## config.mk

```make
export PLATFORM = sky130hd
export DESIGN_NAME = sdclk_divider
export DESIGN_NICKNAME = d
export VERILOG_FILES = /design/src/rtl/sdclk_pkg.sv /design/src/rtl/sdclk_ratio.sv /design/src/rtl/sdclk_ctrl.sv /design/src/rtl/sdclk_wave.sv /design/src/rtl/sdclk_divider.sv
export SDC_FILE = /design/constraint.sdc
export NUM_CORES = 1
export LEC_CHECK = 0
export BUFFER_PORTS_ARGS = -buffer_cell sky130_fd_sc_hd__buf_2
export CAP_MARGIN = 5
export CORE_MARGIN = 2
export CORE_UTILIZATION = 35
export DETAILED_ROUTE_END_ITERATION = 10
export PLACE_DENSITY_LB_ADDON = 0.1
export SLEW_MARGIN = 40
export SYNTH_ARGS = -nofsm -noshare
export SYNTH_HDL_FRONTEND = slang
export SYNTH_SLANG_ARGS = --single-unit
```

## constraint.sdc

```tcl
create_clock -name clk -period 7.1 [get_ports clk]
set_input_delay 0.71 -clock clk [delete_from_list [all_inputs] [get_ports clk]]
set_output_delay 0.71 -clock clk [all_outputs]
set_load 0.005 [all_outputs]
```

## src/rtl/sdclk_pkg.sv

```systemverilog
`timescale 1ns/1ps
package sdclk_pkg;
  parameter int unsigned PRE_W_DEF = 8;
  parameter int unsigned DIV_W_DEF = 4;
  typedef enum logic {RATE_SDR = 1'b0, RATE_DDR = 1'b1} rate_mode_e;
endpackage

```

## src/rtl/sdclk_ratio.sv

```systemverilog
`timescale 1ns/1ps
module sdclk_ratio #(
  parameter int PRE_W = sdclk_pkg::PRE_W_DEF,
  parameter int DIV_W = sdclk_pkg::DIV_W_DEF,
  parameter int N_W   = PRE_W + DIV_W + 2
) (
  input  logic [PRE_W-1:0] pre_code,
  input  logic [DIV_W-1:0] div_code,
  input  logic             ddr,
  output logic [N_W-1:0]   total
);
  localparam int EXP_W = $clog2(PRE_W + 2);

  logic [PRE_W-1:0] top_bit;
  logic [EXP_W-1:0] exp_sdr;
  logic [EXP_W-1:0] shift;
  logic [N_W-1:0]   base_div;
  logic [N_W-1:0]   raw;
  sdclk_pkg::rate_mode_e mode;

  // keep only the highest set bit of the prescaler code
  genvar i;
  generate
    for (i = 0; i < PRE_W; i++) begin : g_top
      if (i == PRE_W - 1) begin : g_msb
        assign top_bit[i] = pre_code[i];
      end else begin : g_low
        assign top_bit[i] = pre_code[i] & ~(|pre_code[PRE_W-1:i+1]);
      end
    end
  endgenerate

  always_comb begin
    exp_sdr = '0;
    for (int k = 0; k < PRE_W; k++) begin
      if (top_bit[k]) exp_sdr = EXP_W'(k + 1);
    end
  end

  assign mode     = sdclk_pkg::rate_mode_e'(ddr);
  assign shift    = exp_sdr + ((mode == sdclk_pkg::RATE_DDR) ? EXP_W'(1) : EXP_W'(0));
  assign base_div = N_W'(div_code) + N_W'(1);
  assign raw      = base_div << shift;
  assign total    = (raw < N_W'(2)) ? N_W'(2) : raw;
endmodule

```

## src/rtl/sdclk_ctrl.sv

```systemverilog
`timescale 1ns/1ps
module sdclk_ctrl #(
  parameter int DATA_W  = 32,
  parameter int PRE_W   = sdclk_pkg::PRE_W_DEF,
  parameter int DIV_W   = sdclk_pkg::DIV_W_DEF,
  parameter int SETTLE  = 8,
  parameter int EN_BIT  = 0,
  parameter int CEN_BIT = 2,
  parameter int DIV_LSB = 4
) (
  input  logic              clk,
  input  logic              rst_n,
  input  logic              wr_en,
  input  logic [DATA_W-1:0] wr_data,
  output logic              int_en,
  output logic              card_en,
  output logic [PRE_W-1:0]  pre_code,
  output logic [DIV_W-1:0]  div_code,
  output logic              stable
);
  localparam int PRE_LSB = DIV_LSB + DIV_W;
  localparam int ST_W    = $clog2(SETTLE + 1);

  logic             int_en_q, card_en_q;
  logic [PRE_W-1:0] pre_q;
  logic [DIV_W-1:0] div_q;
  logic [ST_W-1:0]  settle_q;
  logic [PRE_W-1:0] new_pre;
  logic [DIV_W-1:0] new_div;
  logic             fld_change, en_rise;

  assign new_pre    = wr_data[PRE_LSB +: PRE_W];
  assign new_div    = wr_data[DIV_LSB +: DIV_W];
  assign stable     = int_en_q && (settle_q == '0);
  assign fld_change = wr_en && stable && ({new_pre, new_div} != {pre_q, div_q});
  assign en_rise    = wr_en && wr_data[EN_BIT] && !int_en_q;

  always_ff @(posedge clk or negedge rst_n) begin
    if (!rst_n) begin
      int_en_q  <= 1'b0;
      card_en_q <= 1'b0;
      pre_q     <= '0;
      div_q     <= '0;
      settle_q  <= '0;
    end else begin
      if (wr_en) begin
        int_en_q  <= wr_data[EN_BIT];
        card_en_q <= wr_data[CEN_BIT] && wr_data[EN_BIT] && (stable || card_en_q);
      end
      if (fld_change) begin
        pre_q <= new_pre;
        div_q <= new_div;
      end
      if (en_rise || fld_change) settle_q <= ST_W'(SETTLE);
      else if (settle_q != '0)   settle_q <= settle_q - 1'b1;
    end
  end

  assign int_en   = int_en_q;
  assign card_en  = card_en_q;
  assign pre_code = pre_q;
  assign div_code = div_q;

  p_enable_settles_r2: assert property (@(posedge clk) disable iff (!rst_n)
    en_rise |=> !stable);
  p_change_drops_stable_r3: assert property (@(posedge clk) disable iff (!rst_n)
    fld_change |=> !stable);
  p_fields_frozen_r4: assert property (@(posedge clk) disable iff (!rst_n)
    !stable |=> $stable({pre_q, div_q}));
  p_gate_after_stable_r5: assert property (@(posedge clk) disable iff (!rst_n)
    $rose(card_en_q) |-> $past(stable));
endmodule

```

## src/rtl/sdclk_wave.sv

```systemverilog
`timescale 1ns/1ps
module sdclk_wave #(
  parameter int N_W       = 14,
  parameter int INIT_CLKS = 80
) (
  input  logic           clk,
  input  logic           rst_n,
  input  logic           run,
  input  logic           card_en,
  input  logic           init_req,
  input  logic [N_W-1:0] total,
  output logic           card_clk,
  output logic           init_busy
);
  localparam int IC_W = $clog2(INIT_CLKS + 1);

  logic [N_W-1:0]  cnt_q, n_cur_q, cnt_nxt, half;
  logic            on_q, clk_q, burst_q, wrap, take_init, burst_due;
  logic [IC_W-1:0] left_q;

  assign wrap      = (cnt_q == n_cur_q - N_W'(1));
  assign cnt_nxt   = cnt_q + N_W'(1);
  assign half      = n_cur_q >> 1;
  assign burst_due = (left_q != '0);
  assign init_busy = burst_due || burst_q;
  assign take_init = init_req && run && !init_busy;

  always_ff @(posedge clk or negedge rst_n) begin
    if (!rst_n) begin
      cnt_q   <= '0;
      n_cur_q <= N_W'(2);
      on_q    <= 1'b0;
      clk_q   <= 1'b0;
      burst_q <= 1'b0;
      left_q  <= '0;
    end else if (!run) begin
      cnt_q   <= '0;
      n_cur_q <= total;
      on_q    <= 1'b0;
      clk_q   <= 1'b0;
      burst_q <= 1'b0;
      left_q  <= '0;
    end else begin
      if (wrap) begin
        cnt_q   <= '0;
        n_cur_q <= total;
        on_q    <= card_en || burst_due;
        clk_q   <= card_en || burst_due;
        burst_q <= burst_due;
        if (burst_due) left_q <= left_q - 1'b1;
      end else begin
        cnt_q <= cnt_nxt;
        clk_q <= on_q && (cnt_nxt < half);
      end
      if (take_init) left_q <= IC_W'(INIT_CLKS);
    end
  end

  assign card_clk = clk_q;

  p_idle_quiet_r2: assert property (@(posedge clk) disable iff (!rst_n)
    !run |=> !clk_q);
  p_rise_at_boundary_r9: assert property (@(posedge clk) disable iff (!rst_n)
    $rose(clk_q) |-> $past(wrap));
  p_ratio_at_boundary_r10: assert property (@(posedge clk) disable iff (!rst_n)
    (run && !wrap) |=> (!run || $stable(n_cur_q)));
  p_burst_bound_r11: assert property (@(posedge clk) disable iff (!rst_n)
    left_q <= IC_W'(INIT_CLKS));
endmodule

```

## src/rtl/sdclk_divider.sv

```systemverilog
`timescale 1ns/1ps
module sdclk_divider #(
  parameter int DATA_W    = 32,
  parameter int PRE_W     = sdclk_pkg::PRE_W_DEF,
  parameter int DIV_W     = sdclk_pkg::DIV_W_DEF,
  parameter int SETTLE    = 8,
  parameter int INIT_CLKS = 80
) (
  input  logic              clk,
  input  logic              rst_n,
  input  logic              wr_en,
  input  logic [DATA_W-1:0] wr_data,
  input  logic              ddr_mode,
  output logic [DATA_W-1:0] rd_data,
  output logic              card_clk
);
  localparam int EN_BIT   = 0;
  localparam int STB_BIT  = 1;
  localparam int CEN_BIT  = 2;
  localparam int DIV_LSB  = 4;
  localparam int PRE_LSB  = DIV_LSB + DIV_W;
  localparam int INIT_BIT = 27;
  localparam int N_W      = PRE_W + DIV_W + 2;

  logic             int_en, card_en, stable, init_busy;
  logic [PRE_W-1:0] pre_code;
  logic [DIV_W-1:0] div_code;
  logic [N_W-1:0]   total;

  sdclk_ctrl #(
    .DATA_W(DATA_W), .PRE_W(PRE_W), .DIV_W(DIV_W), .SETTLE(SETTLE),
    .EN_BIT(EN_BIT), .CEN_BIT(CEN_BIT), .DIV_LSB(DIV_LSB)
  ) u_ctrl (
    .clk(clk), .rst_n(rst_n), .wr_en(wr_en), .wr_data(wr_data),
    .int_en(int_en), .card_en(card_en), .pre_code(pre_code),
    .div_code(div_code), .stable(stable)
  );

  sdclk_ratio #(.PRE_W(PRE_W), .DIV_W(DIV_W), .N_W(N_W)) u_ratio (
    .pre_code(pre_code), .div_code(div_code), .ddr(ddr_mode), .total(total)
  );

  sdclk_wave #(.N_W(N_W), .INIT_CLKS(INIT_CLKS)) u_wave (
    .clk(clk), .rst_n(rst_n), .run(int_en), .card_en(card_en),
    .init_req(wr_en && wr_data[INIT_BIT]), .total(total),
    .card_clk(card_clk), .init_busy(init_busy)
  );

  always_comb begin
    rd_data                    = '0;
    rd_data[EN_BIT]            = int_en;
    rd_data[STB_BIT]           = stable;
    rd_data[CEN_BIT]           = card_en;
    rd_data[DIV_LSB +: DIV_W]  = div_code;
    rd_data[PRE_LSB +: PRE_W]  = pre_code;
    rd_data[INIT_BIT]          = init_busy;
  end
endmodule

```

Yosys cells after proc, flatten, opt, wreduce, memory -nomap -nowiden:

Cells that the tools add are included.

* equality and inequality tests: 5
* add/subtract/negate cells: 6
* $lt $le $gt $ge: 2
* mux-type cells: 26
* shift-type cells: 1
* reduce and logical (&&, ||, !) cells: 28
* bitwise operators: 14

Operators with widths (count)
* 2-to-1 mux 14 bit: 5
* 2-to-1 mux 4 bit: 9
* 2-to-1 mux 7 bit: 4
* adder 14 x 1 -> 14 bit, second input constant: 1
* == test 14 bit: 1
* less-than comparator 14 x 13 -> 1 bit: 1
* less-than comparator 14 x 2 -> 1 bit, second input constant: 1
* left shift 14 x 4 -> 14 bit: 1
* subtractor 14 x 1 -> 14 bit, second input constant: 1
* inequality test 12 bit: 1
* logical AND 1 bit: 11
* 2-to-1 mux 1 bit: 8
* bitwise AND 1 bit: 7
* NOT 1 bit: 7
* nonzero test 7 bit: 1
* OR reduction 7 bit: 1
* subtractor 7 x 1 -> 7 bit, second input constant: 1
* inequality test 3 x 1 -> 1 bit, second input constant: 2
* OR reduction 6 bit: 1
* adder 4 x 1 -> 5 bit, second input constant: 1
* OR reduction 5 bit: 1
* adder 4 bit: 1
* zero test 4 bit: 1
* logical OR 1 bit: 4
* other kinds (9): 10

* output and inout port bits: 33
* register bits after elaboration: 56
* logic and storage cells: 93
* input port bits: 36

Longest topological paths before layout:

Gate-level depths: netlist of the first run.

* depth after elaboration: 17
* depth in mapped cells: 16
* mapped depth without buffers: 15

By module:

A second synthesis of the first run with hierarchy kept.

* cells, all modules: 529
* area total of the unflattened synthesis: 4564.4 um2

Modules (own cells, without submodules)
* sdclk_wave: times used 1, area an instance 2633.8 um2, cells an instance 281, seq. area each 952.2 um2
* sdclk_ctrl: times used 1, area an instance 1084.8 um2, cells an instance 122, seq. area each 450.4 um2
* sdclk_ratio: times used 1, area an instance 685.7 um2, cells an instance 104, seq. area each 0.0 um2
* sdclk_divider: times used 1, area an instance 160.2 um2, cells an instance 22, seq. area each 0.0 um2

Worst setup path after synthesis of the first run:

No wires, ideal clock.

* path type: reg2reg
* from: register u_ctrl.pre_q[1], in the netlist u_ctrl.pre_code[1]
* to: register u_wave.n_cur_q[0]
* slack: 4.155 ns
* data arrival time: 2.825 ns
* stages on the path, launching flop included: 17
* buffers on the path: 1
* library setup time: 0.120 ns
* data required time: 6.980 ns
* clock period less this slack: 2.945 ns
* cell sequence: dfrtp_1 > inv_1 > a21oi_1 > nor2_1 > nor2_1 > nor2_1 > nor2_1 > nor2_1 > ha_1 > ha_1 > or3_1 > clkbuf_1 > and2_0 > mux2_2 > nor4_1 > nand4_1 > a31o_2

* cells in the longest elaborated chain, start to end: 17
* elaborated cells on any way between the ends: 18
* classes of those cells: add/sub (1); order compare (1); shift (1); mux (11); bitwise (3); reduce/logical (1)

RTL lines
* start: declaration: RTL line sdclk_ctrl.sv:25 `logic [PRE_W-1:0] pre_q;`
* start signal: assignment: RTL line sdclk_ctrl.sv:51 `pre_q <= new_pre;`
* OR reduction 7 bit: RTL line sdclk_ratio.sv:28 `assign top_bit[i] = pre_code[i] & ~(|pre_code[PRE_W-1:i+1]);`
* NOT 1 bit: RTL line sdclk_ratio.sv:28
* bitwise AND 1 bit: RTL line sdclk_ratio.sv:28
* 2-to-1 mux 1 bit: RTL line sdclk_ratio.sv:36 `if (top_bit[k]) exp_sdr = EXP_W'(k + 1);`
* 2-to-1 mux 4 bit * (7 in a row): RTL line sdclk_ratio.sv:36
* adder 4 bit *: RTL line sdclk_ratio.sv:41 `assign shift = exp_sdr + ((mode == sdclk_pkg::RATE_DDR) ? EXP_W'(1) : EXP_W'(0));`
* left shift 14 x 4 -> 14 bit *: RTL line sdclk_ratio.sv:43 `assign raw = base_div << shift;`
* less-than comparator 14 x 2 -> 1 bit: RTL line sdclk_ratio.sv:44 `assign total = (raw < N_W'(2)) ? N_W'(2) : raw;`
* 2-to-1 mux 14 bit *: RTL line sdclk_ratio.sv:44
* 2-to-1 mux 14 bit: RTL line sdclk_wave.sv:44 `if (wrap) begin`
* 2-to-1 mux 14 bit *: RTL line sdclk_wave.sv:36 `end else if (!run) begin`
* end signal: assignment: RTL line sdclk_wave.sv:38 `n_cur_q <= total;`
* end signal: assignment: RTL line sdclk_wave.sv:46 `n_cur_q <= total;`
* end: declaration: RTL line sdclk_wave.sv:17 `logic [N_W-1:0] cnt_q, n_cur_q, cnt_nxt, half;`

Every way passes the cells marked *; elsewhere a longest branch is shown, timed or not. The select of a mux whose other input is x is not followed.
A chain may end at the register's enable or synchronous reset.

Final worst setup path of the first run:

* from: register u_wave.n_cur_q[0]
* to: register u_wave.clk_q, in the netlist u_wave.card_clk

* cells in the longest elaborated chain, start to end: 4

RTL lines
* subtractor 14 x 1 -> 14 bit: RTL line sdclk_wave.sv:21 `assign wrap = (cnt_q == n_cur_q - N_W'(1));`
* == test 14 bit: RTL line sdclk_wave.sv:21
* 2-to-1 mux 1 bit: RTL line sdclk_wave.sv:44
* 2-to-1 mux 1 bit: RTL line sdclk_wave.sv:36
* end signal: assignment: RTL line sdclk_wave.sv:48 `clk_q <= card_en || burst_due;`
* end signal: assignment: RTL line sdclk_wave.sv:53 `clk_q <= on_q && (cnt_nxt < half);`
* end: declaration: RTL line sdclk_wave.sv:18 `logic on_q, clk_q, burst_q, wrap, take_init, burst_due;`

Every way passes these cells.

==> flow_summary.yaml, run 1 <==
placement:
  place_ws_ns: 3.349
  dp_cells: 626
  dp_hpwl_microns: 7019
  port_buffers: 35
  gp_congestion: 0.8787
floorplanning:
  core_sq_mm: 0.01152
  io_pins: 69
  die-area_sq_mm: 0.01278
  die_w_microns: 113.1
  fp-row-count: 39
  die_h_microns: 113.1
  start_util_pct: 36.15
synthesis:
  syn_avg_cell_area_sq_um: 8.819
  synth_edf_count: 0
  ys_ff_latch: 56
  syn-cell-area_sq_mm: 0.004163
  yosys_most_used_dff: "dfrtp_1"
  yosysSeqAreaShare_pct: 33.69
  async_flop_share_pct: 100.0
  yosysUniqueCellTypes: 58
  synthCells: 472
  ys_warn_count: 0
worst_hold_path:
  hp-class: "in -> async"
timing:
  finalCritPeriodShare_pct: 52.71
  setup_slack_ns: 3.358
  slew_headroom_pct: 51.37
  setup_viol: 0
  finalClockSkew_ns: 0.008617
  tns_ns: 0
  drv_slew: 0
  final_hold_viol_count: 0
  hold_ws_ns: 0.4562
  fmax_ghz: 0.2672
  max_slew.worst_pin.slew_ns: 0.7111
  period_needed_ns: 3.742
  rsz0062_at_grt: "false"
drt:
  vias: 3308
  ant_nets: 0
  drc_errors: 3
  wl_microns: 9255
  first_iter_violations: 106
  wire_per_inst_microns: 14.60
  routed_via_density: 5.218
  first_pass_iters: 8
worst_setup_path:
  arrival_ns: 3.95
  r2r_slack_ns: 3.36
  startpoint_type: "register"
  cp_data_required_time_ns: 7.31
  worstPathMaxFanout: 13
  critPathCaptureType: "register"
  crit_type: "reg -> reg"
clock_network:
  postCtsSetupBuffers: 0
  htreeDepth: 2
  numClockSinks: 56
  cts_max_path_buffers: 2
  cts_resized: 0
  numCtsBuffers: 5
  insertion_delay_ns: 0.31
  cts-root-buf: "clkbuf_16"
  cts_tree: "yes"
  cts.clk_slew.worst_paths_ns: 0.08
  cts-hold-fix-buffers: 0
pwr:
  leakage_nw: 2.079
  powerDensity_mw_per_mm2: 406.7
  ir_drop_uv: 184.5
  fin_total_pwr_w: 0.001836
grt:
  groute.usage.overall_pct: 15.57
  grt_pass1_wl_microns: 15990
  grt_max_degree: 57
  antenna_found_initial: 0
  grt_overflow: 0
  grt_pass1_vias: 3177
finish:
  regArea_sq_mm: 0.001403
  final_common_cell: "dfrtp_1"
  diodes: 0
  area_growth_pct: 8.416
  final.fill_count: 1169
  multi_input_area_sq_mm: 0.002461
  fin_nets: 546
  fin_cells: 634
  drive_above_1_share_pct: 14.46
  final_cell_mix: "dfrtp_1, nor2_1, buf_2, nand2_1, inv_1"
run_status:
  violations: "design-rule violations"
  status: "finished, violations left"
flow_run:
  maxCapViolations: 0
==> final timing paths <==
check	cells after the start	end	start
max reg2reg	9	u_wave.card_clk$_DFF_PN0_	u_wave.n_cur_q[0]$_DFFE_PN0P_
min in group clk	1	u_ctrl.settle_q[3]$_DFFE_PN0P_	u_ctrl.settle_q[3]$_DFFE_PN0P_
min reg2reg	1	u_ctrl.settle_q[3]$_DFFE_PN0P_	u_ctrl.settle_q[3]$_DFFE_PN0P_
max in group asynchronous	2	u_wave.n_cur_q[1]$_DFFE_PN1P_	rst_n
max	9	u_wave.card_clk$_DFF_PN0_	u_wave.n_cur_q[0]$_DFFE_PN0P_
min	2	u_wave.left_q[3]$_DFFE_PN0P_	rst_n
==> layer usage <==
metal  global-route usage [%]  part of all wire (%)  up-vias
li1                         -                     -     1666
met1                    20.96                    48     1574
met2                    25.27                    47       56
met3                    3.696                   3.6       12
met4                    4.065                   1.5        0
met5                        0                     0        -
==> stage by stage <==
| step | instance area, sq um | utilization [%] |
|---|---|---|
| after global routing | 4513 | 39.19 |
| after detailed placement | 4342 | 37.70 |
| final | 4513 | 39.19 |
| after global placement | 4335 | 37.65 |
| after CTS | 4509 | 39.16 |
| after floorplan | 4219 | - |
==> where the power goes <==
part           switching [W]  leakage (nW)  internal, W
combinational       0.000558          1.26     0.000448
sequential          0.000133         0.738     0.000401
clock               0.000127        0.0815     0.000168
total               0.000818          2.08      0.00102
==> registers in the layout (all words and copies together), names as in the netlist <==
register / cells
u_ctrl.settle_q: 4
u_ctrl.pre_code: 8
u_wave.n_cur_q: 14
u_ctrl.int_en: 1
u_wave.on_q: 1
u_wave.card_clk: 1
u_wave.left_q: 7
u_wave.cnt_q: 14
u_wave.burst_q: 1
u_ctrl.card_en: 1
u_ctrl.div_code: 4
==> Yosys cell counts (5+ instances only) <==
master	count	area, sq um
nand3_1	14	70.07
mux2i_1	9	90.09
nor3_1	9	45.04
nand2b_1	5	31.28
inv_1	27	101.4
clkbuf_1	15	56.30
nor2_1	39	146.4
a21oi_1	15	75.07
nor4_1	6	37.54
nand2_1	33	123.9
ha_1	20	250.2
or3_1	9	56.30
xnor2_1	20	175.2
xor2_1	25	219.0
nor2b_1	14	87.58
o21ai_0	26	130.1
and3_1	7	43.79
a21o_1	5	37.54
dfrtp_1	55	1376
a211oi_1	10	75.07
buf_4	20	150.1
mux2_2	16	180.2
==> worst max-delay path, stage by stage, from the launching register on <==
cell	delay [ns]
dfrtp_1	0.44
inv_1	0.10
ha_1	0.22
nor3b_1	0.56
and3_1	0.26
o211ai_1	0.09
a2111oi_0	0.67
nand3_1	0.54
or3_1	0.55
and3_1	0.20
==> cell families after synthesis <==
logic type / synth area share (%)
flip-flops: 33.69
AO/OA/AOI/OAI: 13.92
other: 0.09008
AND/OR/NAND/NOR: 21.64
buffers and inverters: 8.686
XOR/XNOR: 9.468
adder cells (fa/ha/maj): 6.011
multiplexers: 6.492
==> area by class of cell <==
cell class              count  share of cell area, %
multi-input cells         362                  54.53
flip-flops and latches     56                  31.08
repair buffers             38                  4.464
well taps                 143                  3.965
clock buffers               6                  2.856
inverters                  27                  2.246
clock inverters             2                 0.8594
No activity file was read; power rests on OpenSTA's default activity.
==> inputs of run 2 (changes only) <==
- clock period: 7.1 -> 3.1 ns (I/O delays scaled with it)
==> run 2 against run 1 <==
  * The run still ends with design-rule violations left
  * Worst hold slack worse by 0.26 ns
  * Largest cell class unchanged
  * Combinational power grew to 2.7 times the previous value
  * Largest power group unchanged
  * Sequential share of layout area decreased by 1.6 points
==> flow_summary.yaml, run 2 (same netlist as run 1, synthesis figures left out) <==
pwr:
  clock_power_share_pct: 13.6
  p_comb_share_pct: 61.0
  pwr-share-seq_pct: 25.4
  p_int_w: 0.002516
  ir_drop_uv: 433.0
  leakage_nw: 2.215
  powerDensity_mw_per_mm2: 950.5
  switching_power_w: 0.002008
  fin_total_pwr_w: 0.004524
  swShare_pct: 44.38
finish:
  area_growth_pct: 14.34
  final_common_cell: "dfrtp_1"
  final.fill_count: 1175
  final_cell_mix: "dfrtp_1, nor2_1, buf_2, nand2_1, buf_4"
  final_core_util_pct: 41.33
  drive_above_1_share_pct: 20.77
  regArea_sq_mm: 0.001403
  fin_nets: 575
  multi_input_area_sq_mm: 0.002505
  diodes: 0
worst_setup_path:
  regToRegEndpoint: "u_wave.n_cur_q[0]$_DFFE_PN0P_"
  startpoint_type: "register"
  critPathBufInv: 0
  cp_top_family: "simple AND/OR/NAND/NOR gates"
  arrival_ns: 3.13
  worstReg2RegStart: "u_ctrl.pre_code[0]$_DFFE_PN0P_"
  critPathCaptureType: "register"
  crit_type: "reg -> reg"
  cpMaxStageDelayCell: "or3_1"
  crit_path_frequent_cell: "nor2_1"
  critPathMaxStageDelay_ns: 0.39
  r2r_slack_ns: 0.17
  worstPathMaxFanout: 4
  cp_data_required_time_ns: 3.30
  crit_chain: "a21oi_1 -> nor2_1 -> nor2_1 -> nor2_1 -> nor2_1 -> nor2_1 -> ha_4 -> ha_2 -> or3_1 -> and2_0 -> mux2_2 -> nor4_2 -> nand4_1 -> a31o_2"
  reg2regPathDepth: 14
clock_network:
  cts-root-buf: "clkbuf_16"
  numCtsBuffers: 5
  numClockSinks: 56
  postCtsSetupBuffers: 0
  cts_max_path_buffers: 2
  cts.clk_slew.worst_paths_ns: 0.08
  htreeDepth: 2
  insertion_delay_ns: 0.31
  cts_tree: "yes"
timing:
  period_needed_ns: 2.926
  setup_viol: 0
  slew_headroom_pct: 51.03
  final_hold_viol_count: 0
  finalCritPeriodShare_pct: 94.40
  finalClockSkew_ns: 0.01073
  fmax_ghz: 0.3417
  max_slew.worst_pin.slew_ns: 0.7160
  drv_slew: 0
drt:
  first_iter_violations: 92
  wl_microns: 9861
  wire_per_inst_microns: 14.87
  first_pass_iters: 7
  ant_nets: 0
  drc_errors: 3
  vias: 3402
  routed_via_density: 5.131
grt:
  grt_pass1_wl_microns: 16680
  grt_pass1_vias: 3335
  groute.usage.overall_pct: 16.36
  antenna_found_initial: 0
  grt_max_degree: 27
  grt_overflow: 0
floorplanning:
  core_sq_mm: 0.01152
  io_pins: 69
  die_h_microns: 113.1
  die_w_microns: 113.1
  fp-row-count: 39
  die-area_sq_mm: 0.01278
  start_util_pct: 36.15
worst_hold_path:
  hp-start: "wr_en"
  min_to: "u_ctrl.card_en$_DFFE_PN0P_"
  hp-class: "in -> reg"
  hold-path-cell-count: 2
placement:
  port_buffers: 35
  gp_congestion: 0.8680
  dp_hpwl_microns: 7735
run_status:
  violations: "design-rule violations"
  status: "finished, violations left"
flow_run:
  maxCapViolations: 0
==> run 2: cell types whose count changed in the layout (fill, tap and decap cells not counted), sizes merged <==
cell	delta
inv	+2
bufinv	-1
clkbuf	-1
buf	+28
dlygate4sd3	+1
==> run 2: how the worst max path moves through the flow <==
stage | from | slack [ns] | cells past startpoint | endpoint
6_report | u_ctrl.pre_code[0]$_DFFE_PN0P_ | 0.17 | 14 | u_wave.n_cur_q[0]$_DFFE_PN0P_
5_1_grt | u_ctrl.pre_code[0]$_DFFE_PN0P_ | -0.0009 | 14 | u_wave.n_cur_q[0]$_DFFE_PN0P_
4_1_cts | u_wave.n_cur_q[0]$_DFFE_PN0P_ | 0.06 | 11 | u_wave.left_q[1]$_DFFE_PN0P_
3_5_place_dp | u_wave.n_cur_q[1]$_DFFE_PN1P_ | -0.08 | 11 | u_wave.left_q[1]$_DFFE_PN0P_
3_3_place_gp | u_wave.n_cur_q[0]$_DFFE_PN0P_ | 0.08 | 11 | u_wave.left_q[0]$_DFFE_PN0P_
2_1_floorplan | u_ctrl.pre_code[1]$_DFFE_PN0P_ | 0.15 | 16 | u_wave.n_cur_q[0]$_DFFE_PN0P_
==> run 2: stage by stage <==
stage	instance area [sq um]	setup slack, ns	std cells	hold WS (ns)	setup TNS [ns]
global route	4760	-0.0008782	663	0.1927	-0.0008782
detailed placement	4546	-0.07751	654	0.2885	-0.1804
CTS	4720	0.05657	663	0.1851	0
global placement	4546	0.07901	654	0.2748	0
finish	4760	0.1736	663	0.1957	0
floorplan	4219	0.1548	487	0.01441	0
==> run 2: final cells by class <==
type / instances / area share [%]
multi-input combinational: 362 / 52.63
sequential: 56 / 29.47
timing repair buffer: 67 / 8.780
tap: 143 / 3.759
clock buffer: 5 / 2.629
inverter: 27 / 2.129
clock inverter: 3 / 0.6046
==> run 2: power by group through the flow <==
stage	logic (W)	clock network (W)	registers, W
finish	0.00276	0.000617	0.00115
global route	0.00308	0.000677	0.00118
detailed placement	0.00266	0	0.00116
global placement	0.00264	0	0.00115
floorplan	0.00190	0	0.00111
CTS	0.00269	0.000644	0.00115
==> run 2: timing repair <==
item,in CTS,in global routing
gates resized for setup,2,10
endpoints found under the hold margin,16,0
hold buffers,1,0
setup endpoints to repair,6,30
pin swaps,1,0
==> run 2: metal layers <==
layer  vias to the layer above  wire length [microns]  global-route usage [%]
met5                         -                      0                       0
li1                       1713                      -                       -
met3                         9                    273                   3.749
met4                         0                     99                   4.065
met1                      1636                   4680                   21.33
met2                        44                   4809                   27.58
